--- config.mk ---
export PLATFORM = sky130hd
export DESIGN_NAME = flash_cmd_ctrl
export DESIGN_NICKNAME = d
export VERILOG_FILES = /design/src/rtl/flash_cmd_pkg.sv /design/src/rtl/flash_bus_decode.sv /design/src/rtl/flash_pd_ctrl.sv /design/src/rtl/flash_cell_array.sv /design/src/rtl/flash_cmd_ctrl.sv
export SDC_FILE = /design/constraint.sdc
export NUM_CORES = 1
export LEC_CHECK = 0
export BUFFER_PORTS_ARGS = -buffer_cell sky130_fd_sc_hd__buf_4
export CAP_MARGIN = 5
export CORE_ASPECT_RATIO = 1.75
export CORE_UTILIZATION = 45
export CTS_CLUSTER_DIAMETER = 120
export DETAILED_ROUTE_END_ITERATION = 8
export PLACE_DENSITY_LB_ADDON = 0.12
export SYNTH_ARGS = -nofsm -noshare
export SYNTH_HDL_FRONTEND = slang
export SYNTH_SLANG_ARGS = --single-unit
--- constraint.sdc ---
create_clock -name clk -period 2.8 [get_ports clk]
set_input_delay 0.56 -clock clk [delete_from_list [all_inputs] [get_ports clk]]
set_output_delay 0.56 -clock clk [all_outputs]
set_load 0.01 [all_outputs]
--- src/rtl/flash_cmd_pkg.sv ---
package flash_cmd_pkg;

    typedef enum logic [3:0] {
        ST_ARRAY,
        ST_IDENT,
        ST_STATUS,
        ST_WR_SETUP,
        ST_ER_SETUP,
        ST_WR_BUSY,
        ST_ER_BUSY,
        ST_PWRDN,
        ST_WAKE
    } cmd_state_e;

    localparam logic [7:0] OP_READ_ARRAY  = 8'hFF;
    localparam logic [7:0] OP_READ_ID     = 8'h90;
    localparam logic [7:0] OP_READ_STATUS = 8'h70;
    localparam logic [7:0] OP_WORD_WRITE  = 8'h40;
    localparam logic [7:0] OP_ERASE_SETUP = 8'h20;
    localparam logic [7:0] OP_ERASE_GO    = 8'hD0;

    typedef struct packed {
        logic ers_err;   // status bit 5
        logic wr_err;    // status bit 4
        logic supply;    // status bit 3
        logic prot;      // status bit 1
    } err_flags_t;

    function automatic logic [7:0] pack_status(input logic rdy, input err_flags_t f);
        return {rdy, 1'b0, f.ers_err, f.wr_err, f.supply, 1'b0, f.prot, 1'b0};
    endfunction

endpackage

--- src/rtl/flash_bus_decode.sv ---
module flash_bus_decode (
    input  logic clk,
    input  logic rst_n,
    input  logic ce_n,
    input  logic oe_n,
    input  logic we_n,
    input  logic rp_n,
    input  logic out_gate,
    output logic wr_stb,
    output logic rd_en
);

    logic we_q;

    always_ff @(posedge clk or negedge rst_n) begin
        if (!rst_n) begin
            we_q <= 1'b1;
        end else begin
            we_q <= we_n;
        end
    end

    // Command cycle: rising write strobe while selected and not held in reset
    assign wr_stb = !ce_n && we_n && !we_q && rp_n;
    assign rd_en  = !ce_n && !oe_n && we_n && rp_n && !out_gate;

endmodule

--- src/rtl/flash_pd_ctrl.sv ---
module flash_pd_ctrl #(
    parameter int RST_MIN  = 4,
    parameter int WAKE_CYC = 3
) (
    input  logic clk,
    input  logic rst_n,
    input  logic rp_n,
    output logic pd_valid,
    output logic wake_busy
);

    localparam int LW = $clog2(RST_MIN + 1);
    localparam int WW = $clog2(WAKE_CYC + 1);

    logic [LW-1:0] lo_cnt_q;
    logic [WW-1:0] wake_cnt_q;

    always_ff @(posedge clk or negedge rst_n) begin
        if (!rst_n) begin
            lo_cnt_q   <= '0;
            wake_cnt_q <= '0;
        end else if (!rp_n) begin
            if (lo_cnt_q != LW'(RST_MIN)) begin
                lo_cnt_q <= lo_cnt_q + LW'(1);
            end
            wake_cnt_q <= '0;
        end else begin
            lo_cnt_q <= '0;
            if (lo_cnt_q == LW'(RST_MIN)) begin
                wake_cnt_q <= WW'(WAKE_CYC);
            end else if (wake_cnt_q != '0) begin
                wake_cnt_q <= wake_cnt_q - WW'(1);
            end
        end
    end

    assign pd_valid  = !rp_n && (lo_cnt_q == LW'(RST_MIN));
    assign wake_busy = (wake_cnt_q != '0);

endmodule

--- src/rtl/flash_cell_array.sv ---
module flash_cell_array #(
    parameter int AW       = 4,
    parameter int DW       = 8,
    parameter int BLK_BITS = 2
) (
    input  logic                clk,
    input  logic                rst_n,
    input  logic                wr_en,
    input  logic [AW-1:0]       wr_addr,
    input  logic [DW-1:0]       wr_data,
    input  logic                ers_en,
    input  logic [BLK_BITS-1:0] ers_blk,
    input  logic [AW-1:0]       rd_addr,
    output logic [DW-1:0]       rd_data
);

    localparam int DEPTH = 1 << AW;
    localparam int SHIFT = AW - BLK_BITS;

    logic [DEPTH*DW-1:0] flat;

    for (genvar w = 0; w < DEPTH; w++) begin : g_word
        localparam logic [BLK_BITS-1:0] MY_BLK = BLK_BITS'(w >> SHIFT);
        logic [DW-1:0] word_q;

        always_ff @(posedge clk or negedge rst_n) begin
            if (!rst_n) begin
                word_q <= '1;
            end else if (wr_en && (wr_addr == AW'(w))) begin
                word_q <= wr_data;
            end else if (ers_en && (ers_blk == MY_BLK)) begin
                word_q <= '1;
            end
        end

        assign flat[w*DW +: DW] = word_q;
    end

    assign rd_data = flat[rd_addr*DW +: DW];

endmodule

--- src/rtl/flash_cmd_ctrl.sv ---
module flash_cmd_ctrl
    import flash_cmd_pkg::*;
#(
    parameter int          AW       = 4,
    parameter int          DW       = 8,
    parameter int          BLK_BITS = 2,
    parameter int          BOOT_BLK = 0,
    parameter int          PGM_CYC  = 5,
    parameter int          ERS_CYC  = 9,
    parameter int          RST_MIN  = 4,
    parameter int          WAKE_CYC = 3,
    parameter logic [7:0]  MFR_ID   = 8'hB0,
    parameter logic [7:0]  DEV_ID   = 8'h1C
) (
    input  logic          clk,
    input  logic          rst_n,
    input  logic          ce_n,
    input  logic          oe_n,
    input  logic          we_n,
    input  logic          rp_n,
    input  logic          wp_n,
    input  logic          vpp_lock,
    input  logic          vcc_lock,
    input  logic [AW-1:0] addr,
    input  logic [DW-1:0] din,
    output logic [DW-1:0] dout,
    output logic          dout_oe,
    output logic          ready
);

    localparam int MAXC = (PGM_CYC > ERS_CYC) ? PGM_CYC : ERS_CYC;
    localparam int TW   = $clog2(MAXC + 1);
    localparam int SHIFT = AW - BLK_BITS;

    cmd_state_e          state_q, state_d;
    logic [TW-1:0]       tmr_q, tmr_d;
    logic [AW-1:0]       lat_addr_q, lat_addr_d;
    logic [DW-1:0]       lat_data_q, lat_data_d;
    err_flags_t          flags_q, flags_d;
    logic                abort_q, abort_d;
    logic                arr_wr, arr_ers;
    logic                wr_stb, rd_en, out_gate;
    logic                pd_valid, wake_busy;
    logic [DW-1:0]       arr_rd;
    logic [7:0]          cmd;
    logic                supply_lock, prot_hit, busy;
    logic [7:0]          stat8;

    assign cmd         = din[7:0];
    assign supply_lock = vpp_lock || vcc_lock;
    assign prot_hit    = !wp_n && (addr[AW-1 -: BLK_BITS] == BLK_BITS'(BOOT_BLK));
    assign busy        = (state_q == ST_WR_BUSY) || (state_q == ST_ER_BUSY);
    assign out_gate    = (state_q == ST_PWRDN) || (state_q == ST_WAKE);

    flash_bus_decode u_dec (
        .clk      (clk),
        .rst_n    (rst_n),
        .ce_n     (ce_n),
        .oe_n     (oe_n),
        .we_n     (we_n),
        .rp_n     (rp_n),
        .out_gate (out_gate),
        .wr_stb   (wr_stb),
        .rd_en    (rd_en)
    );

    flash_pd_ctrl #(
        .RST_MIN  (RST_MIN),
        .WAKE_CYC (WAKE_CYC)
    ) u_pd (
        .clk       (clk),
        .rst_n     (rst_n),
        .rp_n      (rp_n),
        .pd_valid  (pd_valid),
        .wake_busy (wake_busy)
    );

    flash_cell_array #(
        .AW       (AW),
        .DW       (DW),
        .BLK_BITS (BLK_BITS)
    ) u_arr (
        .clk     (clk),
        .rst_n   (rst_n),
        .wr_en   (arr_wr),
        .wr_addr (lat_addr_q),
        .wr_data (lat_data_q),
        .ers_en  (arr_ers),
        .ers_blk (lat_addr_q[AW-1 -: BLK_BITS]),
        .rd_addr (addr),
        .rd_data (arr_rd)
    );

    // State register
    always_ff @(posedge clk or negedge rst_n) begin
        if (!rst_n) begin
            state_q    <= ST_ARRAY;
            tmr_q      <= '0;
            lat_addr_q <= '0;
            lat_data_q <= '0;
            flags_q    <= '0;
            abort_q    <= 1'b0;
        end else begin
            state_q    <= state_d;
            tmr_q      <= tmr_d;
            lat_addr_q <= lat_addr_d;
            lat_data_q <= lat_data_d;
            flags_q    <= flags_d;
            abort_q    <= abort_d;
        end
    end

    // Next state
    always_comb begin
        state_d    = state_q;
        tmr_d      = tmr_q;
        lat_addr_d = lat_addr_q;
        lat_data_d = lat_data_q;
        flags_d    = flags_q;
        abort_d    = abort_q;
        arr_wr     = 1'b0;
        arr_ers    = 1'b0;
        if (pd_valid && (state_q != ST_PWRDN)) begin
            state_d = ST_PWRDN;
            abort_d = abort_q || busy;
        end else begin
            unique case (state_q)
                ST_ARRAY, ST_IDENT, ST_STATUS: begin
                    if (wr_stb) begin
                        unique case (cmd)
                            OP_READ_ARRAY:  state_d = ST_ARRAY;
                            OP_READ_ID:     state_d = ST_IDENT;
                            OP_READ_STATUS: state_d = ST_STATUS;
                            OP_WORD_WRITE:  state_d = ST_WR_SETUP;
                            OP_ERASE_SETUP: state_d = ST_ER_SETUP;
                            default:        state_d = state_q;
                        endcase
                    end
                end
                ST_WR_SETUP: begin
                    if (wr_stb) begin
                        lat_addr_d = addr;
                        lat_data_d = din;
                        if (supply_lock) begin
                            flags_d.supply = 1'b1;
                            flags_d.wr_err = 1'b1;
                            state_d        = ST_STATUS;
                        end else if (prot_hit) begin
                            flags_d.prot   = 1'b1;
                            flags_d.wr_err = 1'b1;
                            state_d        = ST_STATUS;
                        end else begin
                            tmr_d   = TW'(PGM_CYC);
                            state_d = ST_WR_BUSY;
                        end
                    end
                end
                ST_ER_SETUP: begin
                    if (wr_stb) begin
                        lat_addr_d = addr;
                        if (cmd != OP_ERASE_GO) begin
                            flags_d.ers_err = 1'b1;
                            flags_d.wr_err  = 1'b1;
                            state_d         = ST_STATUS;
                        end else if (supply_lock) begin
                            flags_d.supply  = 1'b1;
                            flags_d.ers_err = 1'b1;
                            state_d         = ST_STATUS;
                        end else if (prot_hit) begin
                            flags_d.prot    = 1'b1;
                            flags_d.ers_err = 1'b1;
                            state_d         = ST_STATUS;
                        end else begin
                            tmr_d   = TW'(ERS_CYC);
                            state_d = ST_ER_BUSY;
                        end
                    end
                end
                ST_WR_BUSY: begin
                    if (tmr_q == TW'(1)) begin
                        arr_wr  = 1'b1;
                        state_d = ST_STATUS;
                    end else begin
                        tmr_d = tmr_q - TW'(1);
                    end
                end
                ST_ER_BUSY: begin
                    if (tmr_q == TW'(1)) begin
                        arr_ers = 1'b1;
                        state_d = ST_STATUS;
                    end else begin
                        tmr_d = tmr_q - TW'(1);
                    end
                end
                ST_PWRDN: begin
                    if (!pd_valid) begin
                        state_d = ST_WAKE;
                    end
                end
                ST_WAKE: begin
                    if (!wake_busy) begin
                        state_d = ST_ARRAY;
                        flags_d = '0;
                        abort_d = 1'b0;
                    end
                end
                default: state_d = ST_ARRAY;
            endcase
        end
    end

    // Outputs
    always_comb begin
        ready   = !busy && !abort_q;
        stat8   = pack_status(ready, flags_q);
        dout_oe = rd_en;
        unique case (state_q)
            ST_ARRAY: dout = arr_rd;
            ST_IDENT: dout = addr[0] ? DW'(DEV_ID) : DW'(MFR_ID);
            default:  dout = DW'(stat8);
        endcase
    end

endmodule

## After elaboration in Yosys (flattened, before gate mapping)

Index checks and enable logic that the tools add are counted.

| word-level totals | value |
|---|---|
| register bits after elaboration | 159 |
| word-level logic and storage cells | 240 |

| operators by class | value |
|---|---|
| $add $sub $neg | 3 |
| equality and inequality tests | 57 |
| shifts and indexed selects | 1 |
| muxes and demuxes | 70 |
| bitwise gates (word level) | 1 |
| reductions and logical operators | 80 |

Operators with widths:

| kind | number |
|---|---|
| two-way mux 8 bit | 21 |
| indexed part select 128 x 8 -> 8 bit | 1 |
| two-way mux 4 bit | 19 |
| nonzero test 2 bit | 20 |
| == test 4 bit, second input constant | 9 |
| == test 4 x 3 -> 1 bit, second input constant | 8 |
| logical AND 1 bit | 31 |
| one-hot mux 4 bit (6 select lines) | 1 |
| one-hot mux 4 bit (5 select lines) | 1 |
| == test 4 x 2 -> 1 bit, second input constant | 4 |
| == test 8 x 7 -> 1 bit, second input constant | 2 |
| == test 8 bit, second input constant | 2 |
| inequality test 2 bit, second input constant | 8 |
| one-hot mux 8 bit (2 select lines) | 1 |
| two-way mux 1 bit | 15 |
| two-way mux 3 bit | 5 |
| inequality test 3 x 2 -> 1 bit, second input constant | 5 |
| AND reduction 7 bit | 2 |
| == test 4 x 1 -> 1 bit, second input constant | 3 |
| one-hot mux 4 bit (3 select lines) | 1 |
| AND reduction 10 bit | 1 |
| one-hot mux 3 bit (3 select lines) | 1 |
| == test 8 x 6 -> 1 bit, second input constant | 1 |
| zero test 1 bit | 8 |
| other kinds (26) | 42 |

## Logic depth before layout (Yosys ltp)

Gate-level depths: netlist of the first run.

| logic depth | value |
|---|---|
| depth in word-level cells | 8 |
| gate-level depth with buffers | 8 |

## By module

A second synthesis of the first run with hierarchy kept.

| unflattened totals | value |
|---|---|
| cells, all modules | 753 |
| area total of the unflattened synthesis | 8797.2 um^2 |

Modules (own cells, without submodules):

| module | instances | cells an instance | area an instance (um^2) | seq. area each (um^2) |
|---|---|---|---|---|
| flash_cell_array | 1 | 528 | 6735.2 | 3363.2 |
| flash_cmd_ctrl | 1 | 191 | 1717.9 | 625.6 |
| flash_pd_ctrl | 1 | 30 | 284.0 | 125.1 |
| flash_bus_decode | 1 | 4 | 60.1 | 26.3 |

## Worst setup path before layout of the first run

OpenSTA, ideal clock, no wires.

| timing path | value |
|---|---|
| path type | input to output |
| start point | in addr[0] |
| end point | out dout[1] |
| arrival | 2.319 ns |
| required time | 2.240 ns |
| setup slack | -0.079 ns |
| stages | 5 |
| buffers on the path | 2 |
| cell sequence | buf_2 buf_2 mux4_2 mux4_2 a22o_1 |

| between the ends | value |
|---|---|
| cells in the longest elaborated chain, start to end | 2 |

Ends and longest elaborated chain:

| element | line | text |
|---|---|---|
| start, declared | flash_cmd_ctrl.sv:24 | `input logic [AW-1:0] addr,` |
| indexed part select 128 x 8 -> 8 bit | flash_cell_array.sv:39 | `assign rd_data = flat[rd_addr*DW +: DW];` |
| one-hot mux 8 bit (2 select lines) | flash_cmd_ctrl.sv:217 | `unique case (state_q)` |
| end, declared | flash_cmd_ctrl.sv:26 | `output logic [DW-1:0] dout,` |

No other way between the ends.

## Worst setup path after layout of the first run

| timing path | value |
|---|---|
| start point | in addr[0] |
| end point | out dout[5] |

| between the ends | value |
|---|---|
| cells in the longest elaborated chain, start to end | 2 |
| elaborated cells on any way between the ends | 3 |

Ends and longest elaborated chain:

| element | line |
|---|---|
| indexed part select 128 x 8 -> 8 bit or two-way mux 8 bit (tied branches) | flash_cell_array.sv:39, flash_cmd_ctrl.sv:219 |
| one-hot mux 8 bit (2 select lines) (*) | flash_cmd_ctrl.sv:217 |

Mark *: on every way between the ends. The rest lies on a longest branch, timed or not.

==> results.toml, run 1 <==
[cts]
clkSinkCount = 159
clkTransAtPathRegs_ps = 60
htree_num_levels = 4
cts_hold_buf = 0
root_buffer = "clkbuf_16"
cts_buffer_depth = 2
cts_tree = "yes"
clock_latency_ps = 430
numCtsBuffers = 17

[critical_path]
endpoint_kind = "output pin"
path_class = "in2out"
cp.arrival_ps = 2190
crit_path_start_kind = "input pin"
cp.required_ps = 2240
cp_max_fo = 5

[synthesis]
ys_top_cells_by_area = "dfstp_2 44%, o22a_1 15%, mux4_2 11%, dfrtp_1 9.7%, mux2_2 2.2%"
yosys_most_used_dff = "dfstp_2"
postSynthCellCount = 598
synth_area_leader_cell = "dfstp_2"
ys_seq_elements = 159
syn-num-nets = 624
synth.distinct_cells = 56
ys_seq_area_share_pct = 53.8
synth_top_area_share_pct = 44.0
syn_area_per_cell_um2 = 12.9
synthArstFlopShare_pct = 100
ys_warn_count = 0
synth_edf_count = 0
syn_area_um2 = 7700

[hold_path]
hold_path.class = "in2async"

[outcome]
outcome = "complete, no violations"

[drt]
first_iter_violations = 322
via_count = 5572
avgRoutedWirePerCell_um = 24.6
ant_nets = 0
routed_via_density = 6.29
wirelength_um = 21800
drc = 0
firstDrtPassIters = 5

[layout]
final_cells = 886
drive_gt1_share_pct = 45.0
area_delta_synth_final_pct = 18.3
layout_common_cells = "130 x o22a_1, 129 x dfstp_2, 61 x buf_4"
antenna_cells = 0
layout_commonest_cell = "o22a_1"
layout.nets = 676

[timing]
maxSlewViolCount = 0
max_freq_ghz = 0.364
fin_ws_ps = 49.8
setup_violations = 0
slew_headroom_pct = 44.4
period_minus_slack_ps = 2750
tightest_slew_ps = 833
finClkSkew_ps = 6.62
grt_setup_unrepaired = "no"
min_period_over_period_pct = 98.2
final_hold_viol_count = 0

[floorplanning]
die_y_um = 175
coreArea_um2 = 16600
start_util_pct = 46.4
io_pins = 31
die_area_um2 = 17700
die_x_um = 101
row_count = 62

[grt]
grt_pass1_vias = 5924
grt_pass1_wl_um = 34100
grt_max_degree = 63
grt_usage_pct = 26.5
grt_antenna_before_repair = 0
grt.overflow.total = 0

[power_and_ir_drop]
power_density_nw_per_um2 = 598
p_leak_nw = 3.50
ir_drop_uv = 401

[run]
cap_viol_max_count = 0

[placement]
preCtsSetupSlack_ps = -42.8
gp_congestion = 0.900
numPortBuffers = 30
dp_hpwl_um = 15400
dp.cells = 851
==> flip-flops by register name, summed over array words and instances, names as in the netlist <==
| signal | count |
|---|---|
| tmr_q | 4 |
| state_q | 4 |
| u_arr.g_word.word_q | 128 |
| flags_q | 4 |
| u_pd.wake_cnt_q | 2 |
| u_dec.we_q | 1 |
| u_pd.lo_cnt_q | 3 |
| abort_q | 1 |
| lat_addr_q | 4 |
| lat_data_q | 8 |
==> final timing paths <==
path	from	endpoint	slack, ps	cells past startpoint
setup / recovery	addr[0]	dout[5]	50	8
hold / removal	rst_n	tmr_q[2]	60	1
hold reg to reg	tmr_q[1]	tmr_q[1]	490	1
setup reg to reg	tmr_q[1]	u_arr.g_word[5].word_q[6]	200	7
min in group clk	we_n	u_dec.we_q	250	1
max in group asynchronous	rst_n	u_arr.g_word[9].word_q[4]	1980	2
==> through the flow <==
step           total power, mW  hold WS [ps]  TNS (ps)  utilization [%]  instance area [um^2]
3_5_place_dp              3.10           476     -42.8             50.5                  8390
4_1_cts                   5.48          81.1         0             54.3                  9010
2_1_floorplan             2.86           264         0                -                  7700
3_3_place_gp              3.08           474     -25.1             50.5                  8390
6_report                  5.45          61.0         0             54.9                  9110
5_1_grt                   5.68           104         0             54.9                  9110
==> critical path, cell delays in order <==
cell and delay, ps:
buf_12 110, clkbuf_16 150, buf_4 120, mux4_2 570, a22oi_1 230, a31oi_1 110, o22a_1 180, buf_4 150
==> repair_timing <==
item,in CTS,in global routing
pin swaps,0,1
cloned,0,2
setup endpoints to repair,3,7
gates resized for setup,1,10
buffers inserted,1,1
==> metal layers <==
layer / track usage [%] / vias to the layer above / part of all wire (%)
met5: 0 / - / 0
met4: 17.8 / 0 / 6.4
met3: 4.76 / 59 / 4.4
met2: 46.1 / 193 / 53
met1: 28.9 / 2889 / 36
li1: - / 2431 / -
==> where the power goes <==
group | total [mW] | internal (mW) | switching [mW]
registers | 2.51 | 2.41 | 0.0993
logic | 0.581 | 0.260 | 0.321
clock network | 2.36 | 1.42 | 0.940
total | 5.45 | 4.09 | 1.36
==> cells in the mapped netlist (4+ instances only) <==
master	count
inv_1	8
a22oi_1	4
nand4_1	4
nand2b_1	8
mux4_2	36
nor3_2	4
mux2_2	15
and2_1	4
ha_1	5
buf_2	5
nor2_1	42
a31oi_1	7
o21a_1	4
o22a_1	130
nand3_1	14
o21ai_0	12
a21oi_1	10
dfstp_2	129
nor2b_1	7
nor3_1	8
nand2_1	31
dfrtp_1	30
clkbuf_1	21
buf_1	12
==> area by class of cell <==
cell class	count	area, um^2
multi-input combinational	392	3390
sequential	159	4140
clock buffer	21	482
timing repair buffer	72	662
inverter	8	30.0
clock inverter	10	126
tap	224	280
fill	1497	7490
==> kinds of logic (layout without fill, tap and decap cells) <==
kind of cell,count (synthesis),after routing,synth area share [%]
xor+xnor,4,4,0.455
simple gates,145,145,9.81
mux,51,51,12.7
fa+ha+maj,5,5,0.812
buf+inv,47,111,2.42
compound gates,187,187,20.0
flops,159,159,53.8
No activity file was read; power rests on OpenSTA's default activity.
==> run 2, diff against run 1 <==
CELL_PAD_IN_SITES_DETAIL_PLACEMENT = 1   (was default)
CELL_PAD_IN_SITES_GLOBAL_PLACEMENT = 2   (was default)
CORE_UTILIZATION = 39   (was 45)
==> run 2 against run 1 <==
- clock power about the same
- cell area fell by 0.16%
- total power is 0.14% higher
- largest power group unchanged
- die area is 15% higher
==> results.toml, run 2 (synthesis results as in run 1) <==
[power_and_ir_drop]
power.total_mw = 5.46
p_leak_nw = 3.51
ir_drop_uv = 451
power_density_nw_per_um2 = 600

[timing]
max_freq_ghz = 0.364
setup_tns_ps = 0
finClkSkew_ps = 11.4
maxSlewViolCount = 0
period_minus_slack_ps = 2750
grt_setup_unrepaired = "yes"
tightest_slew_ps = 1100
setup_violations = 0
final_hold_viol_count = 0
slew_headroom_pct = 26.2
min_period_over_period_pct = 98.1
fin_ws_ps = 54.5
hold-worst-slack_ps = 102

[layout]
antenna_cells = 0
largest_register_ffs = 128
largest-register = "u_arr.g_word.word_q"
layout_common_cells = "130 x o22a_1, 129 x dfstp_2, 69 x buf_4"
drive_gt1_share_pct = 45.2
layout_commonest_cell = "o22a_1"
reg_top3 = "u_arr.g_word.word_q: 128 flops, lat_data_q: 8 flops"
final_core_util_pct = 47.2
area_delta_synth_final_pct = 18.1
layout.nets = 681

[grt]
grt_pass1_vias = 6223
grt-busiest-layer = "met2"
grt_pass1_wl_um = 37900
met1_usage_pct = 28.6
grt_antenna_before_repair = 0
use_met3_pct = 4.03
grt_max_degree = 68
grt_usage_pct = 26.2
grt.overflow.total = 0
grt_util_met2_pct = 47.9

[critical_path]
crit_path_start_kind = "input pin"
path_class = "in2out"
cp_max_fo = 9
cp.required_ps = 2240
endpoint_kind = "output pin"
cp.arrival_ps = 2190

[drt]
routed_via_density = 6.13
via_count = 5560
ant_nets = 0
first_iter_violations = 262
avgRoutedWirePerCell_um = 26.7
wirelength_um = 24200
firstDrtPassIters = 4
drc = 0

[floorplanning]
row_count = 67
die_x_um = 108
start_util_pct = 39.9
coreArea_um2 = 19300
die_area_um2 = 20300
io_pins = 31
die_y_um = 188

[cts]
root_buffer = "clkbuf_16"
htree_num_levels = 4
clock_latency_ps = 440
cts_hold_buf = 0
numCtsBuffers = 17
cts_buffer_depth = 2
clkSinkCount = 159
clkTransAtPathRegs_ps = 60
cts_tree = "yes"

[run]
cap_viol_max_count = 0

[placement]
preCtsSetupSlack_ps = -10.2
gp_congestion = 0.917
numPortBuffers = 30
dp_hpwl_um = 17800

[hold_path]
hold_path.class = "in2async"

[outcome]
outcome = "complete, no violations"
-- run 2: critical path: stages --
cell and delay (ps):
buf_6 120, buf_12 140, mux4_2 490, mux4_2 510, a22o_1 220, buf_4 140
-- run 2: path summary, 6_finish.rpt --
path	start	end	slack, ps	depth (start not counted)
worst max-delay path	addr[0]	dout[1]	50	6
worst min-delay path	rst_n	u_pd.lo_cnt_q[0]	100	1
worst max register to register	tmr_q[1]	u_arr.g_word[3].word_q[2]	80	7
worst min register to register	abort_q	abort_q	500	2
max in group asynchronous	rst_n	u_arr.g_word[10].word_q[1]	1840	2
min in group clk	we_n	u_dec.we_q	240	1
-- run 2: metrics by stage --
step / area, um^2 / cells
after floorplan: 7700 / 598
after global placement: 8460 / 876
after detailed placement: 8460 / 876
after CTS: 9070 / 907
after global routing: 9090 / 907
final: 9090 / 907
-- run 2: final cells by class --
class / count / area [um^2]
inverters: 8 / 30.0
repair buffers: 77 / 643
flip-flops and latches: 159 / 4140
clock inverters: 3 / 43.8
well taps: 241 / 302
fillers: 1982 / 10200
clock buffers: 27 / 544
multi-input cells: 392 / 3390
-- run 2: metal layers --
layer	vias to the layer above	routed length (um)
met5	-	0
met4	0	1020
met3	49	626
met1	2978	8950
met2	99	13600
li1	2434	-
-- run 2: report_power, final --
part	switching [mW]	internal [mW]	leakage (nW)
sequential	0.106	2.41	1.73
clock	0.928	1.41	0.291
combinational	0.331	0.268	1.49
-- run 2: what timing repair did --
| action | in CTS | in global routing |
|---|---|---|
| cloned | 0 | 0 |
| endpoints found under the hold margin | 0 | 0 |
| pin swaps | 0 | 1 |
| gates resized for setup | 1 | 6 |
| buffers inserted | 1 | 0 |
| endpoints found under the setup margin | 4 | 39 |
==> run 3, diff against run 2 <==
PLACE_DENSITY_LB_ADDON = 0.15   (was 0.12)
SLEW_MARGIN = 15   (was default)
==> run 3 against run 2 <==
- cell area grew 0.62%
- register-to-register slack gained 60 ps
- utilization grew 0.29 points
- wire length shrank 0.56%
- combinational power grew 0.7%
- largest cell class unchanged
- critical path depth grew 1
- hold slack lost 41 ps
- via count is essentially flat
- die area is the same
- clock skew shrank 0.61 ps
- global-route usage shrank 0.27 points
==> results.toml, run 3 (synthesis results as in run 1) <==
[floorplanning]
io_pins = 31
die_area_um2 = 20300
die_x_um = 108
coreArea_um2 = 19300
die_y_um = 188
start_util_pct = 39.9
row_count = 67

[critical_path]
endpoint_kind = "output pin"
cpLargestDelayFamily = "multiplexers"
cp.required_ps = 2240
cp.arrival_ps = 2200
crit_chain = "buf_12 -> buf_12 -> mux4_2 -> mux4_2 -> nor2_2 -> a21oi_2 -> buf_4"
cp_num_buf_inv = 3
crit_path_max_incr_delay_ps = 530
cp_max_fo = 6
crit_path_start_kind = "input pin"
slowest_stage = "mux4_2"
path_class = "in2out"

[drt]
firstDrtPassIters = 4
first_iter_violations = 262
via_count = 5558
drc = 0
wirelength_um = 24100
routed_via_density = 6.13
avgRoutedWirePerCell_um = 26.6
ant_nets = 0

[timing]
max_freq_ghz = 0.363
tightest_slew_ps = 1090
hold-worst-slack_ps = 60.7
final_hold_viol_count = 0
finClkSkew_ps = 10.8
fin_ws_ps = 43.4
min_period_over_period_pct = 98.5
maxSlewViolCount = 0
grt_setup_unrepaired = "yes"
setup_tns_ps = 0
slew_headroom_pct = 26.5
setup_violations = 0
period_minus_slack_ps = 2760

[grt]
grt.overflow.total = 0
grt_max_degree = 50
grt_antenna_before_repair = 0
grt_usage_pct = 25.9
grt_pass1_vias = 6116
grt_pass1_wl_um = 37900

[placement]
dp_hpwl_um = 17600
gp_congestion = 0.914
dp.cells = 875
postPlaceCellArea_um2 = 8460
numPortBuffers = 30
preCtsSetupSlack_ps = -25.6

[power_and_ir_drop]
p_leak_nw = 3.53
ir_drop_uv = 461
power.total_mw = 5.61
power_density_nw_per_um2 = 613

[layout]
reg_top3 = "u_arr.g_word.word_q: 128 flops, lat_data_q: 8 flops"
stdcell_area_um2 = 9150
fillers = 1982
drive_gt1_share_pct = 46.0
final_core_util_pct = 47.5
antenna_cells = 0
final_cells = 906
area_delta_synth_final_pct = 18.8
layout_common_cells = "130 x o22a_1, 129 x dfstp_2, 66 x buf_4"
largest_register_ffs = 128
largest-register = "u_arr.g_word.word_q"
layout.nets = 679
layout_commonest_cell = "o22a_1"

[cts]
clkTransAtPathRegs_ps = 70
cts_tree = "yes"
clkSinkCount = 159
numCtsBuffers = 17
clock_latency_ps = 440
cts_buffer_depth = 2
cts_hold_buf = 0
htree_num_levels = 4
root_buffer = "clkbuf_16"

[hold_path]
hold_path.class = "in2async"

[outcome]
outcome = "complete, no violations"

[run]
cap_viol_max_count = 0
==> run 3: final timing paths <==
kind                       startpoint                    endpoint  slack (ps)  depth (start not counted)
hold / removal                  rst_n          u_pd.wake_cnt_q[1]          60                          1
setup / recovery              addr[0]                     dout[4]          40                          7
setup reg to reg             tmr_q[1]   u_arr.g_word[8].word_q[7]         140                          7
hold reg to reg            flags_q[0]                  flags_q[0]         500                          1
min in group clk                 we_n                  u_dec.we_q         240                          1
max in group asynchronous       rst_n  u_arr.g_word[15].word_q[5]        1940                          2
==> run 3: per-layer routing <==
metal | global-route usage (%) | vias to the layer above | share of wire (%)
li1 | - | 2430 | -
met5 | 0 | - | 0
met1 | 28.5 | 2957 | 37
met3 | 4.21 | 47 | 2.6
met4 | 13.2 | 0 | 4.3
met2 | 47.0 | 124 | 56
==> run 3: power breakdown <==
part           switching (mW)  internal (mW)
sequential              0.108           2.41
clock                   0.952           1.53
combinational           0.338          0.265
==> run 3: timing repair <==
action,CTS,global route
resized for setup,1,12
setup endpoints to repair,6,20
pin swaps,0,2
buffers inserted,0,0
==> run 3: cell type report <==
type                            count  area, um^2  share of cell area (%)
Sequential cell                   159        4140                    45.2
Timing Repair Buffer               75         641                    7.00
Clock inverter                      8        96.3                    1.05
Tap cell                          241         302                    3.30
Inverter                            8        30.0                   0.328
Clock buffer                       23         542                    5.92
Multi-Input combinational cell    392        3400                    37.2
==> run 3: worst register-to-register path, delay by kind of cell (launching register included) <==
family          cells  cell delay (ps)
compound gates      1              310
fa+ha+maj           1              150
buf+inv             1              100
flops               1              380
simple gates        4             1640
